[config.mk]
export PLATFORM = sky130hd
export DESIGN_NAME = rotx_unit
export DESIGN_NICKNAME = d
export VERILOG_FILES = /design/src/rtl/rotx_pkg.sv /design/src/rtl/rotx_stage.sv /design/src/rtl/rotx_slot.sv /design/src/rtl/rotx_unit.sv
export SDC_FILE = /design/constraint.sdc
export NUM_CORES = 1
export LEC_CHECK = 0
export ABC_CLOCK_PERIOD_IN_PS = 2000
export CAP_MARGIN = 20
export CORE_MARGIN = 1
export CORE_UTILIZATION = 37
export CTS_CLUSTER_DIAMETER = 150
export DETAILED_ROUTE_END_ITERATION = 12
export MAX_ROUTING_LAYER = met4
export SYNTH_ARGS = -nofsm -noshare
export SYNTH_HDL_FRONTEND = slang
export SYNTH_HIERARCHICAL = 1
export SYNTH_SLANG_ARGS = --single-unit
[constraint.sdc]
create_clock -name clk -period 2 [get_ports clk]
set_clock_uncertainty 0.15 [all_clocks]
set_input_delay 0.4 -clock clk [delete_from_list [all_inputs] [get_ports clk]]
set_output_delay 0.4 -clock clk [all_outputs]
set_load 0.05 [all_outputs]
[src/rtl/rotx_pkg.sv]
package rotx_pkg;
   localparam int WORD_W = 32;
   localparam int AMT_W  = 5;
   localparam int WIDE_W = 2 * WORD_W;
   localparam int NSTAGE = 5;

   typedef struct packed {
      logic              valid;
      logic [WIDE_W-1:0] bits;
      logic [AMT_W-1:0]  amt;
      logic [AMT_W-1:0]  alt;
      logic              stripe;
   } rotx_tok_t;

   function automatic int reg_count(logic [NSTAGE-1:0] m);
      int n = 0;
      for (int k = 0; k < NSTAGE; k++) n += int'(m[k]);
      return n;
   endfunction
endpackage

[src/rtl/rotx_stage.sv]
module rotx_stage
   import rotx_pkg::*;
#(
   parameter int STAGE = 0
) (
   input  rotx_tok_t t_in,
   output rotx_tok_t t_out
);
   localparam int  STRIDE   = 16 >> STAGE;
   localparam int  LAST     = 30 + STRIDE;
   localparam int  TEST_BIT = (AMT_W - 1) - STAGE;
   localparam bit  PRI_ONLY = (STAGE == NSTAGE - 1);
   localparam int  SEL_BIT  = PRI_ONLY ? 0 : 3 - STAGE;

   if (STAGE < 0 || STAGE >= NSTAGE) begin : g_bad_stage
      $error("rotx_stage: STAGE out of range");
   end

   logic [AMT_W-1:0] pick;

   always_comb begin
      t_out = t_in;
      pick  = '0;
      for (int i = 0; i <= LAST; i++) begin
         pick = (PRI_ONLY || (((i >> SEL_BIT) & 1) != 0)) ? t_in.amt : t_in.alt;
         if (STAGE == 0 && t_in.stripe && (((i >> 2) & 1) == 0))
            pick = ~pick;
         if (pick[TEST_BIT])
            t_out.bits[i] = t_in.bits[i + STRIDE];
      end
   end
endmodule

[src/rtl/rotx_slot.sv]
module rotx_slot
   import rotx_pkg::*;
#(
   parameter bit REG = 1'b1
) (
   input  logic      clk,
   input  logic      rst_n,
   input  logic      adv,
   input  rotx_tok_t d,
   output rotx_tok_t q
);
   if (REG) begin : g_reg
      rotx_tok_t r;
      always_ff @(posedge clk or negedge rst_n) begin
         if (!rst_n)   r <= '0;
         else if (adv) r <= d;
      end
      assign q = r;
   end else begin : g_pass
      logic unused_pins;
      assign unused_pins = &{1'b0, clk, rst_n, adv};
      assign q = d;
   end
endmodule

[src/rtl/rotx_unit.sv]
module rotx_unit
   import rotx_pkg::*;
#(
   parameter int                DATA_W     = 32,
   parameter int                SHAMT_W    = 5,
   parameter logic [NSTAGE-1:0] STAGE_REGS = '1
) (
   input  logic                clk,
   input  logic                rst_n,
   input  logic                in_valid,
   output logic                in_ready,
   input  logic [DATA_W-1:0]   in_src,
   input  logic [SHAMT_W-1:0]  in_amt,
   input  logic [SHAMT_W-1:0]  in_alt,
   input  logic                in_stripe,
   output logic                out_valid,
   input  logic                out_ready,
   output logic [2*DATA_W-1:0] out_data
);
   localparam int LAT   = reg_count(STAGE_REGS);
   localparam int OCC_W = $clog2(NSTAGE + 2);

   if (DATA_W != WORD_W) begin : g_bad_width
      $error("rotx_unit: DATA_W must equal the package word width");
   end
   if (SHAMT_W != AMT_W) begin : g_bad_amt
      $error("rotx_unit: SHAMT_W must equal the package amount width");
   end

   rotx_tok_t tok [0:NSTAGE];
   rotx_tok_t mid [0:NSTAGE-1];
   logic      adv;

   assign adv    = !tok[NSTAGE].valid || out_ready;
   assign tok[0] = '{valid: in_valid, bits: {in_src, in_src},
                     amt: in_amt, alt: in_alt, stripe: in_stripe};

   for (genvar k = 0; k < NSTAGE; k++) begin : g_stage
      rotx_stage #(.STAGE(k)) i_stage (
         .t_in (tok[k]),
         .t_out(mid[k])
      );
      rotx_slot #(.REG(STAGE_REGS[k])) i_slot (
         .clk  (clk),
         .rst_n(rst_n),
         .adv  (adv),
         .d    (mid[k]),
         .q    (tok[k+1])
      );
   end

   assign in_ready  = adv;
   assign out_valid = tok[NSTAGE].valid;
   assign out_data  = {{DATA_W{tok[NSTAGE].bits[DATA_W-1]}}, tok[NSTAGE].bits[DATA_W-1:0]};

   logic unused_tail;
   assign unused_tail = ^{tok[NSTAGE].bits[2*DATA_W-1:DATA_W], tok[NSTAGE].amt,
                          tok[NSTAGE].alt, tok[NSTAGE].stripe};

   if (LAT > 0) begin : g_chk
      logic [OCC_W-1:0] occ;
      logic             in_fire, out_fire;
      assign in_fire  = in_valid && in_ready;
      assign out_fire = out_valid && out_ready;

      always_ff @(posedge clk or negedge rst_n) begin
         if (!rst_n)                    occ <= '0;
         else if (in_fire && !out_fire) occ <= occ + 1'b1;
         else if (!in_fire && out_fire) occ <= occ - 1'b1;
      end

      assert_ready_when_empty_R7: assert property (@(posedge clk) disable iff (!rst_n)
         !out_valid |-> in_ready);
      assert_hold_stalled_R8: assert property (@(posedge clk) disable iff (!rst_n)
         (out_valid && !out_ready) |=> (out_valid && $stable(out_data)));
      assert_idle_after_reset_R9: assert property (@(posedge clk) disable iff (!rst_n)
         !$past(rst_n) |-> (!out_valid && in_ready));
      assert_no_overflow_R10: assert property (@(posedge clk) disable iff (!rst_n)
         occ <= OCC_W'(LAT));
      assert_empty_is_idle_R10: assert property (@(posedge clk) disable iff (!rst_n)
         (occ == '0) |-> !out_valid);
   end
endmodule

### Word level (Yosys, flattened, before mapping)

Cells that the tools add are included.

| cells by class | value |
|---|---|
| add/sub/neg operators | 0 |
| multiply operators | 0 |
| divide/modulo/power cells | 0 |
| magnitude comparators | 0 |
| equal/unequal tests | 0 |
| shift operators | 0 |
| mux-type cells | 173 |
| bitwise operators | 2 |
| reduce and logical (&&, ||, !) cells | 2 |

Operators by type and width:

| cell | count |
|---|---|
| two-way mux 1 bit | 171 |
| two-way mux 5 bit | 2 |
| inverter 5 bit | 2 |
| zero test 1 bit | 1 |
| logical OR 1 bit | 1 |

| word-level totals | value |
|---|---|
| register bits after elaboration | 281 |
| bits in latches | 0 |
| bits in writable memories | 0 |
| memory bits (read-only) | 0 |
| input port bits | 47 |
| word-level logic and storage cells | 194 |
| memories | 0 |

### Logic depth before layout (Yosys ltp)

| depth | value |
|---|---|
| depth after elaboration | 3 |
| depth in mapped cells | 4 |
| depth with buffers taken out | 3 |

### Cells and area by module

Netlist, hierarchy kept.

Modules (own cells, without submodules):

| module | times used | cells each | area an instance (µm²) | sequential area each (µm²) |
|---|---|---|---|---|
| rotx_slot | 5 | 160 | 2,975.4 | 1,901.8 |
| rotx_stage (g_stage[4].i_stage) | 1 | 80 | 874.6 | 0.0 |
| rotx_stage (g_stage[0].i_stage) | 1 | 82 | 842.1 | 0.0 |
| rotx_stage (g_stage[2].i_stage) | 1 | 80 | 839.6 | 0.0 |
| rotx_stage (g_stage[3].i_stage) | 1 | 80 | 832.0 | 0.0 |
| rotx_stage (g_stage[1].i_stage) | 1 | 80 | 795.8 | 0.0 |
| rotx_unit | 1 | 33 | 246.5 | 0.0 |

### Least setup slack after synthesis

Ideal clock, no wire load.

| timing | value |
|---|---|
| kind | register -> register |
| start | register g_stage[4].i_slot.g_reg.r, in the netlist g_stage[4].i_slot/q[75] |
| end | register g_stage[4].i_slot.g_reg.r, in the netlist g_stage[4].i_slot/q[42] |
| setup time | 0.127 ns |
| arrival time | 2.072 ns |
| setup slack | -0.349 ns |
| stages on the path, launching flop included | 5 |
| path buffers | 2 |
| cells stage by stage | dfrtp_1 -> nand2b_1 -> buf_4 -> buf_6 -> mux2_4 |

| on the way | value |
|---|---|
| longest elaborated chain between the ends | 2 |

RTL lines:

| what | RTL line | source |
|---|---|---|
| start: declaration | rotx_slot.sv:13 | `rotx_tok_t r;` |
| start signal: assignment | rotx_slot.sv:15 | `if (!rst_n) r <= '0;` |
| start signal: assignment | rotx_slot.sv:16 | `else if (adv) r <= d;` |
| zero test 1 bit | rotx_unit.sv:34 | `assign adv = !tok[NSTAGE].valid \|\| out_ready;` |
| logical OR 1 bit | rotx_unit.sv:34 |  |
| named net in_ready | rotx_unit.sv:11 | `output logic in_ready,` |

The timed path passes the listed nets, and every way through them passes these cells.
A chain may end at the register's enable or synchronous reset.

### Worst setup path after layout

| timing | value |
|---|---|
| start | register g_stage[4].i_slot.g_reg.r, in the netlist g_stage[4].i_slot/q[42] |
| end | output port out_data[56] |

RTL lines:

| what | RTL line | source |
|---|---|---|
| end: declaration | rotx_unit.sv:18 | `output logic [2*DATA_W-1:0] out_data` |

No word-level cell between the ends.

==> flow_summary.toml <==
[status]
outcome = "completed"

[setup_path]
crit_arrival_ns = 1.37
cp_common_cell = "buf_12"
slowest_delay_ns = 0.44
reg2reg_slack_ns = 0.29
cp_num_buf_inv = 2
cp_cell_sequence = "buf_12 > buf_12"
cp_data_required_time_ns = 1.45
critPathLaunchType = "register"
path_delay_family = "flip-flops"
r2r-end = "g_stage[1].i_slot/q[14]"
end_kind = "output pin"
crit_type = "reg2out"
rr_worst_depth = 5
crit_slowest_cell = "dfrtp_2"
worstPathMaxFanout = 17
timing.rr.start = "g_stage[4].i_slot/q[75]"

[die]
die_w_um = 175
dieArea_um2 = 30800
start_util = 0.376
num_rows = 63
core_area_um2 = 29600
num_io_pins = 113
die_h_um = 175

[timing]
finalSetupTns_ns = 0
hold_ws_ns = 0.187
rsz0062_at_grt = "no"
finalCritPeriodShare = 0.961
worst_pin_slew_ns = 0.324
fmax_mhz = 520
setup_viol = 0
min_period_ns = 1.92
slew-limit-headroom = 0.784
finalMaxSlewViolations = 0
hold_viol_final = 0

[power]
clkPwrFrac = 0.180
p_int_uw = 16300
powerDensity_nw_per_um2 = 1850
vdd_ir_drop_max_mv = 0.719
p_sw_uw = 8560
p_seq_frac = 0.307
switching_share = 0.345
p_leak_uw = 0.00604
p_comb_frac = 0.513

[routing]
route.vias.total = 5498
dr.pass1.iters = 6
drt_wl_total_um = 20000
via_per_inst = 4.65
initialDrtViolationCount = 197
wl_per_cell_um = 16.9
drcViolationCount = 0
postRouteAntennaNets = 0

[layout]
nNetsFinal = 823
antenna_cells = 0
largest_reg_flops = 207
regArea_um2 = 5180
fin_util = 0.454
area_growth_pct = 20.8
n_fill_cell = 2699
multi_input_area_um2 = 5040
drive_above_1_share = 0.680

[clock_tree]
cts_max_path_buffers = 3
clkTransAtPathRegs_ns = 0.06
cts.sinks = 207
htree_levels = 1
cts_made_buffers = 24
clk_latency_ns = 0.51
cts_tree = "built"
clockRootBuffer = "clkbuf_16"

[grt]
grt-ovfl-total = 0
grt_max_degree = 58
grt_pass1_wl_um = 32900
antenna_found_initial = 0
grt_pass1_vias = 5665
gr-usage-all-layers = 0.138

[synthesis]
syn_inst = 708
syn_nets = 755
syn_area_um2 = 11100
yosysWarnings = 6
synth.avg_cell_area_um2 = 15.7

[placed_design]
portBuffers = 111
hpwl_um = 14500
place.gp.congestion = 0.730

[min_path]
min_path_type = "in2async"

[run]
cap_violations = 0
[metrics by stage]
step	instance area (um^2)	std cells	worst slack [ns]	power, uW
global route	13400	1183	0.0194	26200
global placement	12500	1136	-0.193	20300
finish	13400	1183	0.0772	24800
floorplan	11100	708	0.0178	17500
CTS	13400	1181	-0.0145	25200
detailed placement	12500	1136	-0.197	20500
[worst register-to-register path, stage by stage (launching register included)]
cell	delay, ns
dfrtp_1	0.42
nand2b_4	0.10
buf_4	0.18
buf_12	0.18
buf_12	0.21
mux2_2	0.36
[power groups by stage]
stage	sequential, uW	clock, uW	combinational (uW)
2_1_floorplan	8380	0	9070
3_3_place_gp	7700	0	12600
3_5_place_dp	7750	0	12700
4_1_cts	7690	4640	12900
5_1_grt	7930	4840	13400
6_report	7620	4480	12700
[how the worst max path moves through the flow]
stage | slack [ns] | startpoint | cells after the start | endpoint
after floorplan | 0.02 | g_stage[4].i_slot/q[42] | 1 | out_data[32]
after global placement | -0.19 | in_stripe | 5 | g_stage[0].i_slot/q[21]
after detailed placement | -0.20 | in_stripe | 5 | g_stage[0].i_slot/q[21]
after CTS | -0.01 | g_stage[4].i_slot/q[75] | 3 | in_ready
after global routing | 0.02 | g_stage[4].i_slot/q[42] | 2 | out_data[50]
final | 0.08 | g_stage[4].i_slot/q[42] | 2 | out_data[56]
[final cells by class]
class                      count  share of cell area
clock buffer                  35              0.0545
clock inverter                 8             0.00688
multi-input combinational    396               0.375
sequential                   207               0.385
tap                          390              0.0363
timing repair buffer         147               0.142
[cell usage in the layout (no fill, tap or decap), drive strengths merged]
master and instances:
bufinv 2, buf 100, clkdlybuf4s50 44, nand2b 1
xnor2 2, dlygate4sd3 1, clkbuf 37, dfrtp 207
clkinv 5, mux2 393, clkinvlp 1
[routing by layer]
metal	track usage	part of all wire	vias to the layer above
met5	-	0	-
met4	0.0308	0.015	0
met3	0.0247	0.036	28
met2	0.204	0.45	88
met1	0.196	0.50	2755
li1	-	-	2627
[timing repair]
action,in CTS,in global routing
endpoints found under the setup margin,34,1
setup buffers,0,1
gates cloned,1,1
hold buffers,1,0
hold endpoints to repair,207,0
resized for setup,5,0
(Power assumes the default switching activity.)
